==> config.mk <==
export PLATFORM = sky130hd
export DESIGN_NAME = pwr_bias_ctrl
export DESIGN_NICKNAME = d
export VERILOG_FILES = /design/src/rtl/pwr_bias_pkg.sv /design/src/rtl/bias_dir_filter.sv /design/src/rtl/bias_share_reg.sv /design/src/rtl/bias_limit_split.sv /design/src/rtl/pwr_bias_ctrl.sv
export SDC_FILE = /design/constraint.sdc
export NUM_CORES = 1
export LEC_CHECK = 0
export CELL_PAD_IN_SITES_DETAIL_PLACEMENT = 1
export CELL_PAD_IN_SITES_GLOBAL_PLACEMENT = 1
export CORE_AREA = 2 2 163 165
export DETAILED_ROUTE_END_ITERATION = 10
export DIE_AREA = 0 0 165 167
export GPL_TIMING_DRIVEN = 0
export PLACE_DENSITY_LB_ADDON = 0.1
export SLEW_MARGIN = 20
export SYNTH_ARGS = -nofsm -noshare
export SYNTH_HDL_FRONTEND = slang
export SYNTH_SLANG_ARGS = --single-unit
==> constraint.sdc <==
create_clock -name clk -period 60.1 [get_ports clk]
set_input_delay 12.02 -clock clk [delete_from_list [all_inputs] [get_ports clk]]
set_output_delay 12.02 -clock clk [all_outputs]
set_load 0.02 [all_outputs]
==> src/rtl/pwr_bias_pkg.sv <==
package pwr_bias_pkg;

    localparam int SHARE_W  = 7;
    localparam int FULL_PCT = 100;

    typedef logic [SHARE_W-1:0] pct_t;

    typedef enum logic {
        TOWARD_CPU = 1'b0,
        TOWARD_GPU = 1'b1
    } bias_dir_e;

    typedef struct packed {
        logic      move;
        bias_dir_e dir;
    } bias_move_t;

    // Clamp a widened candidate share into the legal window.
    function automatic pct_t pct_clamp(input logic [SHARE_W:0] val,
                                       input pct_t lo_in,
                                       input pct_t hi_in);
        pct_t hi;
        pct_t lo;
        hi = (hi_in > pct_t'(FULL_PCT)) ? pct_t'(FULL_PCT) : hi_in;
        lo = (lo_in > hi) ? hi : lo_in;
        if (val > {1'b0, hi})
            return hi;
        else if (val < {1'b0, lo})
            return lo;
        else
            return val[SHARE_W-1:0];
    endfunction

endpackage

==> src/rtl/bias_dir_filter.sv <==
module bias_dir_filter
    import pwr_bias_pkg::*;
#(
    parameter int FREQ_W = 12,
    parameter int HYST_W = 4
) (
    input  logic              clk,
    input  logic              rst,
    input  logic              sample,
    input  logic [FREQ_W-1:0] freq_act,
    input  logic [FREQ_W-1:0] freq_tgt,
    input  logic [FREQ_W-1:0] guard_band,
    input  logic [HYST_W-1:0] cfg_hyst,
    output bias_move_t        mv
);

    bias_dir_e         held_q;
    logic [HYST_W-1:0] streak_q;
    logic [FREQ_W:0]   floor_sum;
    logic              shortfall;
    bias_dir_e         want;
    logic [HYST_W:0]   streak_nxt;
    logic              flip_ok;

    assign floor_sum  = {1'b0, freq_act} + {1'b0, guard_band};
    assign shortfall  = floor_sum < {1'b0, freq_tgt};
    assign want       = shortfall ? TOWARD_CPU : TOWARD_GPU;
    assign streak_nxt = {1'b0, streak_q} + 1'b1;
    assign flip_ok    = streak_nxt >= {1'b0, cfg_hyst};

    always_comb begin
        mv.move = 1'b0;
        mv.dir  = held_q;
        if (sample) begin
            if (want == held_q) begin
                mv.move = 1'b1;
            end else if (flip_ok) begin
                mv.move = 1'b1;
                mv.dir  = want;
            end
        end
    end

    always_ff @(posedge clk) begin
        if (rst) begin
            held_q   <= TOWARD_CPU;
            streak_q <= '0;
        end else if (sample) begin
            if (want == held_q) begin
                streak_q <= '0;
            end else if (flip_ok) begin
                held_q   <= want;
                streak_q <= '0;
            end else begin
                streak_q <= streak_nxt[HYST_W-1:0];
            end
        end
    end

endmodule

==> src/rtl/bias_share_reg.sv <==
module bias_share_reg
    import pwr_bias_pkg::*;
(
    input  logic       clk,
    input  logic       rst,
    input  bias_move_t mv,
    input  pct_t       cfg_share_min,
    input  pct_t       cfg_share_max,
    input  pct_t       cfg_default,
    input  pct_t       cfg_step,
    output pct_t       share
);

    logic [SHARE_W:0] up_val;
    logic [SHARE_W:0] dn_val;

    assign up_val = {1'b0, share} + {1'b0, cfg_step};
    assign dn_val = (share > cfg_step) ? {1'b0, share - cfg_step} : '0;

    always_ff @(posedge clk) begin
        if (rst)
            share <= pct_clamp({1'b0, cfg_default}, cfg_share_min, cfg_share_max);
        else if (mv.move)
            share <= pct_clamp((mv.dir == TOWARD_CPU) ? up_val : dn_val,
                               cfg_share_min, cfg_share_max);
    end

endmodule

==> src/rtl/bias_limit_split.sv <==
module bias_limit_split
    import pwr_bias_pkg::*;
#(
    parameter int PWR_W = 16
) (
    input  pct_t             share,
    input  logic [PWR_W-1:0] pwr_total,
    output logic [PWR_W-1:0] cpu_limit,
    output logic [PWR_W-1:0] gpu_limit
);

    localparam int PROD_W = PWR_W + SHARE_W;

    logic [PROD_W-1:0] prod;

    assign prod      = PROD_W'(pwr_total) * PROD_W'(share);
    assign cpu_limit = PWR_W'(prod / PROD_W'(FULL_PCT));
    assign gpu_limit = pwr_total - cpu_limit;

endmodule

==> src/rtl/pwr_bias_ctrl.sv <==
module pwr_bias_ctrl
    import pwr_bias_pkg::*;
#(
    parameter int FREQ_W = 12,
    parameter int PWR_W  = 16,
    parameter int HYST_W = 4
) (
    input  logic              clk,
    input  logic              rst,
    input  logic              sample,
    input  logic [FREQ_W-1:0] freq_act,
    input  logic [FREQ_W-1:0] freq_tgt,
    input  logic [FREQ_W-1:0] guard_band,
    input  logic [PWR_W-1:0]  pwr_total,
    input  logic [6:0]        cfg_share_min,
    input  logic [6:0]        cfg_share_max,
    input  logic [6:0]        cfg_default,
    input  logic [6:0]        cfg_step,
    input  logic [HYST_W-1:0] cfg_hyst,
    output logic [6:0]        cpu_share,
    output logic [PWR_W-1:0]  cpu_limit,
    output logic [PWR_W-1:0]  gpu_limit
);

    bias_move_t mv;
    pct_t       share;

    bias_dir_filter #(.FREQ_W(FREQ_W), .HYST_W(HYST_W)) u_filter (
        .clk        (clk),
        .rst        (rst),
        .sample     (sample),
        .freq_act   (freq_act),
        .freq_tgt   (freq_tgt),
        .guard_band (guard_band),
        .cfg_hyst   (cfg_hyst),
        .mv         (mv)
    );

    bias_share_reg u_share (
        .clk           (clk),
        .rst           (rst),
        .mv            (mv),
        .cfg_share_min (cfg_share_min),
        .cfg_share_max (cfg_share_max),
        .cfg_default   (cfg_default),
        .cfg_step      (cfg_step),
        .share         (share)
    );

    bias_limit_split #(.PWR_W(PWR_W)) u_split (
        .share     (share),
        .pwr_total (pwr_total),
        .cpu_limit (cpu_limit),
        .gpu_limit (gpu_limit)
    );

    assign cpu_share = share;

endmodule

After elaboration in Yosys (flattened, before gate mapping)
Cells that the tools add are included.
{"block": "classes", "mul": 1, "n_lt_le_gt_ge": 9, "div": 1, "n_eq_ne": 1, "bitwise_logic": 1, "mux": 17, "reduce_logical": 2, "addsub": 5, "shift": 0}
{"operator": "$mux 7", "n": 9}
{"operator": "$div 23x7->23 const B", "n": 1}
{"operator": "$mul 16x7->23", "n": 1}
{"operator": "$gt 7x7->1", "n": 3}
{"operator": "$sub 16x16->16", "n": 1}
{"operator": "$add 12x12->13", "n": 1}
{"operator": "$lt 13x12->1", "n": 1}
{"operator": "$add 7x7->8", "n": 1}
{"operator": "$gt 8x7->1", "n": 1}
{"operator": "$lt 8x7->1", "n": 1}
{"operator": "$mux 4", "n": 2}
{"operator": "$mux 8", "n": 1}
{"operator": "$gt 7x7->1 const B", "n": 1}
{"operator": "$lt 7x7->1", "n": 1}
{"operator": "$sub 7x7->7", "n": 1}
{"operator": "$add 4x1->5 const B", "n": 1}
{"operator": "$ge 5x4->1", "n": 1}
{"operator": "$mux 2", "n": 2}
{"operator": "$mux 1", "n": 3}
{"operator": "$reduce_and 3->1", "n": 1}
{"operator": "$reduce_bool 2->1", "n": 1}
{"operator": "$eq 1x1->1", "n": 1}
{"operator": "$not 1->1", "n": 1}
{"block": "totals", "mem_bits_ro": 0, "wordCells": 40, "ramBits": 0, "reg_bits": 12, "memories": 0, "latchBits": 0, "inputBits": 87}

Depth between registers and ports, before layout
Gate-level depths: netlist of run 1.
{"block": "depth", "ltp_word": 12, "mapped_depth": 76}

Modules after synthesis
Synthesis of run 1 repeated with hierarchy kept, for this count alone.
{"block": "hier_totals", "hier_cells": 1542, "area_unflattened_um2": 11677.4}
{"mod": "bias_limit_split", "area_each_um2": 8255.4, "seq_area_each_um2": 0.0, "cells_per_inst": 1109, "n_inst": 1}
{"mod": "bias_share_reg", "area_each_um2": 2204.6, "seq_area_each_um2": 210.2, "cells_per_inst": 279, "n_inst": 1}
{"mod": "bias_dir_filter", "area_each_um2": 1217.4, "seq_area_each_um2": 100.1, "cells_per_inst": 154, "n_inst": 1}

Least setup slack after synthesis of run 1
No wires, ideal clock.
{"block": "synth_path", "kind": "in2out", "start": "input pwr_total[2]", "end": "output gpu_limit[14]", "arrival_ns": 27.548, "slack_ns": 20.532, "path_buffers": 4, "t_required_ns": 48.080, "path_stages": 69, "path_cell_list": "and2_1 > fa_1 > fa_1 > fa_1 > inv_1 > fa_1 > inv_1 > ha_1 > and3_1 > o211a_1 > o2111a_1 > or3_4 > nand2_1 > buf_6 > o21ai_1 > a32o_1 > a211oi_4 > o2111ai_1 > [33 not listed] > a31o_1 > ha_1 > inv_1 > fa_1 > nand2_1 > nand2_1 > a21oi_1 > o21ai_0 > a21oi_1 > o21ai_0 > a21oi_1 > o21ai_0 > a21oi_1 > o21ai_0 > a21oi_1 > o21bai_1 > a21oi_1 > xnor2_1"}
{"block": "synth_between", "elab_chain_len": 3}
{"item": "start, declared", "line_no": "pwr_bias_ctrl.sv:14", "rtl": "input logic [PWR_W-1:0] pwr_total,"}
{"item": "$mul 16x7->23", "line_no": "bias_limit_split.sv:16", "rtl": "assign prod = PROD_W'(pwr_total) * PROD_W'(share);"}
{"item": "$div 23x7->23", "line_no": "bias_limit_split.sv:17", "rtl": "assign cpu_limit = PWR_W'(prod / PROD_W'(FULL_PCT));"}
{"item": "via cpu_limit[11]", "line_no": "pwr_bias_ctrl.sv:21", "rtl": "output logic [PWR_W-1:0] cpu_limit,"}
{"item": "$sub 16x16->16", "line_no": "bias_limit_split.sv:18", "rtl": "assign gpu_limit = pwr_total - cpu_limit;"}
{"item": "end, declared", "line_no": "pwr_bias_ctrl.sv:22", "rtl": "output logic [PWR_W-1:0] gpu_limit"}
The timed path passes the listed nets, and every way through them passes these cells.

Worst setup path after layout of run 1
{"block": "layout_path", "start": "input pwr_total[9]", "end": "output gpu_limit[15]"}
{"block": "layout_between", "elab_chain_len": 3}
{"item": "$mul 16x7->23", "line_no": "bias_limit_split.sv:16"}
{"item": "$div 23x7->23", "line_no": "bias_limit_split.sv:17"}
{"item": "$sub 16x16->16 (*)", "line_no": "bias_limit_split.sv:18"}
Mark *: on every way between the ends. The rest lies on a longest branch, timed or not.

==> out/results.ini, run 1 <==
[logic_synthesis]
postSynth.asyncResetShare_pct = 0
ys_seq_elements = 12
syn-num-nets = 1831
synth_cells = 1540
synth_seq_area_share_pct = 2.709
yosysUniqueCellTypes = 114
synth_enable_flop_cells = 7
synth.avg_cell_area_sq_um = 7.438
synth_top_flop_cell = edfxtp_1
yosys_warnings = 0
synth_area_sq_mm = 0.01145

[worst_setup_path]
path_class = in2out
timing.critical_path.mode_cell = a21oi_1
cp-end-kind = output port
worst_ep_arrival_time_ps = 32000
slowest_delay_ps = 930
slowest_stage = o31ai_1
critPathLaunchType = input port
required_ps = 48080
crit_path_max_fanout = 10

[sta]
slew_violations = 0
maxSlewHeadroom_pct = 27.68
post-route-period-util_pct = 73.24
finalSetupViolations = 0
tightestPinTransition_ps = 1076
finalHoldViolCount = 0
finalClockSkew_ps = 6.646
rsz0062_at_grt = no
max_freq_ghz = 0.02272
holdWs_ps = 529.6
period_needed_ps = 44020
tns_ps = 0

[global_routing]
grt_first_pass_wirelength_um = 62800
overflow = 0
grt_pass1_vias = 12590
track_usage_pct = 27.31
grt_max_degree = 13
antenna_found_initial = 0

[cts]
cts_tree = yes
numCtsBuffers = 3
cts-root-buf = clkbuf_16
cts_resized = 0
clock_sinks = 12
cts_setup_buffers = 0
postCtsHoldBufs = 0
insertion_delay_ps = 240
cts_buffer_depth = 2
clkSlewWorstSetupHoldPaths_ps = 40
ctsHtreeMaxLevel = 1

[flow_run]
max_cap_viol_count = 0

[layout]
design_area_sq_mm = 0.01321
area_growth_syn_to_layout_pct = 15.31
multi_input_area_sq_mm = 0.01037
drive_above_1_share_pct = 5.815
mostFrequentLayoutCells = 139 x inv_1, 139 x nand2_1, 131 x ha_1, 124 x clkdlybuf4s50_1, 123 x a21oi_1
n_antenna_cell = 0
register_area_sq_um = 310.3
nets = 1960
n_fill_cell = 3338

[floorplanning]
io_pins = 126
die_w_um = 165
dieArea_sq_mm = 0.02756
core_sq_mm = 0.02576
initial_core_util_pct = 44.46
rows = 59
die-height_um = 167

[drt]
drc = 0
vias_per_cell = 6.104
dr.pass1.iters = 5
via_count = 12230
finalWirelength_um = 37080
drt_iter0_markers = 712
wl_per_cell_um = 18.51
final_antenna_net_count = 0

[placed_design]
place.gp.congestion = 0.8930
hpwl_um = 30910
placed_area_sq_mm = 0.01312
port_buffers = 124

[hold_path]
min_path_type = reg2reg

[run_status]
status = finished clean

==> final cells by class <==
class | count | share of cell area, %
flip-flops and latches | 12 | 2.349
well taps | 335 | 3.173
repair buffers | 124 | 9.397
multi-input cells | 1337 | 78.52
clock buffers | 4 | 0.6725
plain buffers | 50 | 1.866
inverters | 141 | 4.026
==> kinds of logic after synthesis <==
| group | after synthesis | synth area share, % |
|---|---|---|
| AO/OA/AOI/OAI | 500 | 31.58 |
| multiplexers | 17 | 1.584 |
| adder cells (fa/ha/maj) | 207 | 27.33 |
| XOR/XNOR | 68 | 5.199 |
| flip-flops | 12 | 2.709 |
| AND/OR/NAND/NOR | 545 | 24.81 |
| buffers and inverters | 191 | 6.794 |
==> worst max-delay path, delay by kind of cell <==
family / cells / cell delay (ps)
and+or+nand+nor: 11 / 2950
xor gates and xnor gates: 2 / 390
buffers and inverters: 11 / 2800
adders and majority gates: 6 / 2520
muxes: 1 / 360
AOI/OAI and AO/OA: 37 / 10880
==> stage by stage <==
stage                     setup slack, ps  utilization [%]  cells
final                               16080            51.27   2003
after floorplan                     20530                -   1540
after CTS                           16280            51.27   2003
after global routing                14500            51.27   2003
after detailed placement            16360            50.93   1999
after global placement              16740            50.91   1999
==> flip-flops by register name, indices dropped and copies added (netlist names) <==
name	count
u_share.share	7
u_filter.held_q	1
u_filter.streak_q	4
==> per-layer routing <==
| metal | up-vias | global-route usage (%) | share of wire (%) |
|---|---|---|---|
| met5 | - | 0 | 0 |
| met4 | 0 | 2.836 | 0.76 |
| met3 | 20 | 1.171 | 3.4 |
| met2 | 253 | 47.48 | 49 |
| met1 | 6064 | 38.57 | 47 |
| li1 | 5889 | - | - |
==> cells in the mapped netlist, types with 25 or more instances <==
library cell / n / area, sq um
inv_1: 139 / 521.8
nand2_1: 139 / 521.8
ha_1: 131 / 1639
a21oi_1: 123 / 615.6
and2_1: 103 / 644.4
nor2_1: 95 / 356.6
fa_1: 73 / 1461
o21ai_0: 71 / 355.3
nand3_1: 44 / 220.2
xnor2_1: 44 / 385.4
nor3_1: 35 / 175.2
a21o_1: 31 / 232.7
clkbuf_1: 28 / 105.1
nor2b_1: 25 / 156.4
==> path summary, 6_finish.rpt <==
check / to / slack, ps / start / cells past startpoint
hold reg to reg: u_filter.streak_q[1] / 530 / u_filter.streak_q[1] / 2
setup reg to reg: u_share.share[0] / 53910 / u_share.share[0] / 26
hold / removal: u_filter.streak_q[1] / 530 / u_filter.streak_q[1] / 2
setup / recovery: gpu_limit[15] / 16080 / pwr_total[9] / 68
Power of run 1 is left out: the tool's default activity adds up to more than one toggle a clock period on the data nets, which glitch-free logic cannot reach.
==> inputs of run 2 (changes only) <==
--- a/config.mk
+++ b/config.mk
@@ -7,9 +7,9 @@
 export LEC_CHECK = 0
 export CELL_PAD_IN_SITES_DETAIL_PLACEMENT = 1
 export CELL_PAD_IN_SITES_GLOBAL_PLACEMENT = 1
-export CORE_AREA = 2 2 163 165
+export CORE_AREA = 2 2 165 167
 export DETAILED_ROUTE_END_ITERATION = 10
-export DIE_AREA = 0 0 165 167
+export DIE_AREA = 0 0 167 169
 export GPL_TIMING_DRIVEN = 0
 export PLACE_DENSITY_LB_ADDON = 0.1
 export SLEW_MARGIN = 20
==> constraint.sdc (replaced) <==
create_clock -name clk -period 41.6 [get_ports clk]
set_input_delay 8.32 -clock clk [delete_from_list [all_inputs] [get_ports clk]]
set_output_delay 8.32 -clock clk [all_outputs]
set_load 0.02 [all_outputs]
==> out/results.ini, run 2 (same netlist as run 1, synthesis figures left out) <==
[global_routing]
grt.met2_usage_pct = 49.36
grt_first_pass_wirelength_um = 63160
grt_max_degree = 13
grt_pass1_vias = 12810
overflow = 0
grt.busiest_layer = met2
track_usage_pct = 26.48
met3_usage_pct = 1.076
antenna_found_initial = 0
grt_use_met1_pct = 34.48

[worst_setup_path]
slowest_delay_ps = 980
cp.buffers_inverters = 10
timing.critical_path.mode_cell = a21oi_1
critPathLaunchType = input port
r2r_slack_ps = 35400
slowest_stage = o31ai_1
cp-end-kind = output port
rr_endpoint = u_share.share[0]
r2r_cells = 25
worst_ep_arrival_time_ps = 28490
crit_family = compound AO/OA/AOI/OAI gates
timing.rr.start = u_share.share[0]
path_class = in2out
cp.depth = 69
required_ps = 33280
crit_path_max_fanout = 10

[sta]
rsz0062_at_grt = no
period_needed_ps = 36810
finalClockSkew_ps = 3.608
finalHoldViolCount = 0
post-route-period-util_pct = 88.49
tns_ps = 0
tightestPinTransition_ps = 1144
max_freq_ghz = 0.02716
finalSetupViolations = 0
maxSlewHeadroom_pct = 23.10
slew_violations = 0

[drt]
via_count = 12260
vias_per_cell = 6.103
finalWirelength_um = 37640
drt_iter0_markers = 765
wl_per_cell_um = 18.74
dr.pass1.iters = 5
final_antenna_net_count = 0
drc = 0

[floorplanning]
initial_core_util_pct = 43.22
io_pins = 126
die-height_um = 169
rows = 60
dieArea_sq_mm = 0.02822
die_w_um = 167
core_sq_mm = 0.02650

[hold_path]
min_to = u_filter.streak_q[1]
min_path_type = reg2reg
hp-start = u_filter.streak_q[1]
worstHoldPathCells = 2

[cts]
insertion_delay_ps = 240
clkSlewWorstSetupHoldPaths_ps = 40
postCtsHoldBufs = 0
numCtsBuffers = 3
cts_tree = yes
cts_buffer_depth = 2
cts_setup_buffers = 0
cts_resized = 0
clock_sinks = 12
ctsHtreeMaxLevel = 1
cts-root-buf = clkbuf_16

[layout]
nets = 1960
area_growth_syn_to_layout_pct = 15.29
drive_above_1_share_pct = 5.755
top_regs = u_share.share (7), u_filter.streak_q (4), u_filter.held_q (1)
mostFrequentLayoutCells = 139 x inv_1, 139 x nand2_1, 131 x ha_1, 124 x clkdlybuf4s50_1, 123 x a21oi_1
largest_reg_flops = 7
n_fill_cell = 3389
regMostFlops = u_share.share
n_antenna_cell = 0

[placed_design]
hpwl_um = 31490
place.gp.congestion = 0.9309
port_buffers = 124

[flow_run]
max_cap_viol_count = 0

[run_status]
status = finished clean

==> run 2: metal layers <==
layer / part of all wire (%) / wire length (um)
met5: 0 / 0
met4: 1.2 / 460
met3: 3.1 / 1177
met2: 50 / 18810
met1: 46 / 17190
==> run 2: worst reg2reg max path, delay by kind of cell (launching register included) <==
family,cells,cell delay [ps]
AOI/OAI and AO/OA,15,3100
adders and majority gates,2,560
buffers and inverters,3,730
DFF,1,680
and+or+nand+nor,5,890
==> run 2: final cells by class <==
cell class                      count  area, sq um  share of cell area, %
Clock buffer                        4        78.83                 0.5969
Tap cell                          341        426.7                  3.231
Buffer                             50        246.5                  1.866
Sequential cell                    12        310.3                  2.350
Inverter                          141        531.8                  4.027
Timing Repair Buffer              124         1241                  9.398
Multi-Input combinational cell   1337        10370                  78.53
==> run 2: worst max-delay path by stage <==
stage,from,slack [ps],to
finish,pwr_total[3],4790,gpu_limit[14]
global route,pwr_total[2],3290,gpu_limit[15]
CTS,pwr_total[10],5020,gpu_limit[15]
detailed placement,pwr_total[2],5090,gpu_limit[15]
global placement,pwr_total[3],5460,gpu_limit[15]
floorplan,pwr_total[2],9430,gpu_limit[14]
==> run 2: stage by stage <==
stage / setup slack, ps / instance area (sq um) / hold WS [ps] / instances / util (%)
after floorplan: 9432 / 11450 / 485.1 / 1540 / -
after global placement: 5463 / 13120 / 522.1 / 2005 / 49.52
after detailed placement: 5089 / 13120 / 536.4 / 2005 / 49.52
after CTS: 5019 / 13200 / 546.3 / 2009 / 49.82
after global routing: 3287 / 13210 / 591.4 / 2009 / 49.83
final: 4787 / 13210 / 539.4 / 2009 / 49.83
Power of run 2 is left out for the same reason.
==> inputs of run 3 (changes only) <==
--- a/config.mk
+++ b/config.mk
@@ -5,6 +5,7 @@
 export SDC_FILE = /design/constraint.sdc
 export NUM_CORES = 1
 export LEC_CHECK = 0
+export CAP_MARGIN = 10
 export CELL_PAD_IN_SITES_DETAIL_PLACEMENT = 1
 export CELL_PAD_IN_SITES_GLOBAL_PLACEMENT = 1
 export CORE_AREA = 2 2 165 167
@@ -12,6 +13,7 @@
 export DIE_AREA = 0 0 167 169
 export GPL_TIMING_DRIVEN = 0
 export PLACE_DENSITY_LB_ADDON = 0.1
+export REMOVE_ABC_BUFFERS = 1
 export SLEW_MARGIN = 20
 export SYNTH_ARGS = -nofsm -noshare
 export SYNTH_HDL_FRONTEND = slang
==> out/results.ini, run 3 (same netlist as run 1, synthesis figures left out) <==
[layout]
design_area_sq_mm = 0.01299
largest_reg_flops = 7
area_growth_syn_to_layout_pct = 13.37
n_antenna_cell = 0
regMostFlops = u_share.share
n_fill_cell = 3369
mostFrequentLayoutCells = 139 x inv_1, 139 x nand2_1, 131 x ha_1, 125 x clkdlybuf4s50_1, 123 x a21oi_1
nets = 1911
drive_above_1_share_pct = 4.632
top_regs = u_share.share (7), u_filter.streak_q (4), u_filter.held_q (1)

[hold_path]
min_path_type = reg2reg

[floorplanning]
io_pins = 126
rows = 60
dieArea_sq_mm = 0.02822
core_sq_mm = 0.02650
die-height_um = 169
initial_core_util_pct = 43.22
die_w_um = 167

[worst_setup_path]
worst_ep_arrival_time_ps = 28800
timing.rr.start = u_share.share[1]
r2r_slack_ps = 35550
critPathLaunch = pwr_total[5]
endpoint = gpu_limit[15]
crit_path_max_fanout = 19
timing.critical_path.mode_cell = a21oi_1
critPathLaunchType = input port
rr_endpoint = u_share.share[0]
r2r_cells = 23
path_class = in2out
slowest_delay_ps = 800
slowest_stage = a211oi_4
cp-end-kind = output port
required_ps = 33280

[placed_design]
place_ws_ps = 4641
placed_area_sq_mm = 0.01291
hpwl_um = 30170
place.gp.congestion = 0.8850
port_buffers = 125

[sta]
max_freq_ghz = 0.02694
finalSetupViolations = 0
maxSlewHeadroom_pct = 31.94
finalClockSkew_ps = 1.001
post-route-period-util_pct = 89.23
period_needed_ps = 37120
rsz0062_at_grt = no
slew_violations = 0
layout_setup_ws_ps = 4480
tns_ps = 0
tightestPinTransition_ps = 1014
finalHoldViolCount = 0

[cts]
ctsHtreeMaxLevel = 1
postCtsHoldBufs = 0
clock_sinks = 12
cts_buffer_depth = 2
insertion_delay_ps = 230
cts_resized = 0
cts-root-buf = clkbuf_16
clkSlewWorstSetupHoldPaths_ps = 40
cts_tree = yes
numCtsBuffers = 3
cts_setup_buffers = 0

[drt]
wl_per_cell_um = 18.61
dr.pass1.iters = 5
vias_per_cell = 6.136
drt_iter0_markers = 590
via_count = 12030
finalWirelength_um = 36480
final_antenna_net_count = 0
drc = 0

[global_routing]
track_usage_pct = 25.68
grt_max_degree = 22
antenna_found_initial = 0
grt_first_pass_wirelength_um = 61730
grt_pass1_vias = 12390
overflow = 0

[run_status]
status = finished clean

[flow_run]
max_cap_viol_count = 0

[run 3: changes by cell type in the layout (fill, tap and decap cells not counted), sizes merged]
| cell | delta |
|---|---|
| clkbuf | -29 |
| buf | -22 |
| clkdlybuf4s50 | +1 |
| clkinv | +1 |
[run 3: area by class of cell]
cell class              instances  area [sq um]  share of cell area (%)
clock inverters                 1         3.754                 0.02890
multi-input cells            1337         10390                   79.99
inverters                     141         531.8                   4.095
well taps                     341         426.7                   3.285
flip-flops and latches         12         310.3                   2.389
repair buffers                125          1251                   9.635
clock buffers                   3         75.07                  0.5781
[run 3: through the flow]
stage	cells	hold WS [ps]	util, %
6_report	1960	547.5	49.00
5_1_grt	1960	589.2	49.00
4_1_cts	1960	556.6	49.00
3_5_place_dp	1956	542.8	48.71
3_3_place_gp	1956	514.5	48.63
2_1_floorplan	1490	485.1	-
[run 3: critical path, delay by kind of cell]
kind | cells | cell delay (ps)
adder cells (fa/ha/maj) | 6 | 2640
buffers and inverters | 8 | 1920
multiplexers | 2 | 730
AND/OR/NAND/NOR | 12 | 3180
AO/OA/AOI/OAI | 37 | 11020
XOR/XNOR | 2 | 940
[run 3: how the worst min path moves through the flow]
stage	startpoint	depth (start not counted)	to	slack, ps
2_1_floorplan	u_filter.streak_q[1]	2	u_filter.streak_q[1]	490
3_3_place_gp	u_filter.streak_q[1]	2	u_filter.streak_q[1]	510
3_5_place_dp	u_filter.streak_q[1]	2	u_filter.streak_q[1]	540
4_1_cts	u_filter.streak_q[1]	2	u_filter.streak_q[1]	560
5_1_grt	u_filter.streak_q[1]	2	u_filter.streak_q[1]	590
6_report	u_filter.streak_q[1]	2	u_filter.streak_q[1]	550
[run 3: layer usage]
layer / global-route usage, % / vias up / routed length, um
met1: 34.34 / 6025 / 17210
met2: 46.52 / 170 / 17880
met5: 0 / - / 0
met3: 1.239 / 42 / 867
li1: - / 5789 / -
met4: 4.235 / 0 / 526
Power of run 3 is left out for the same reason.
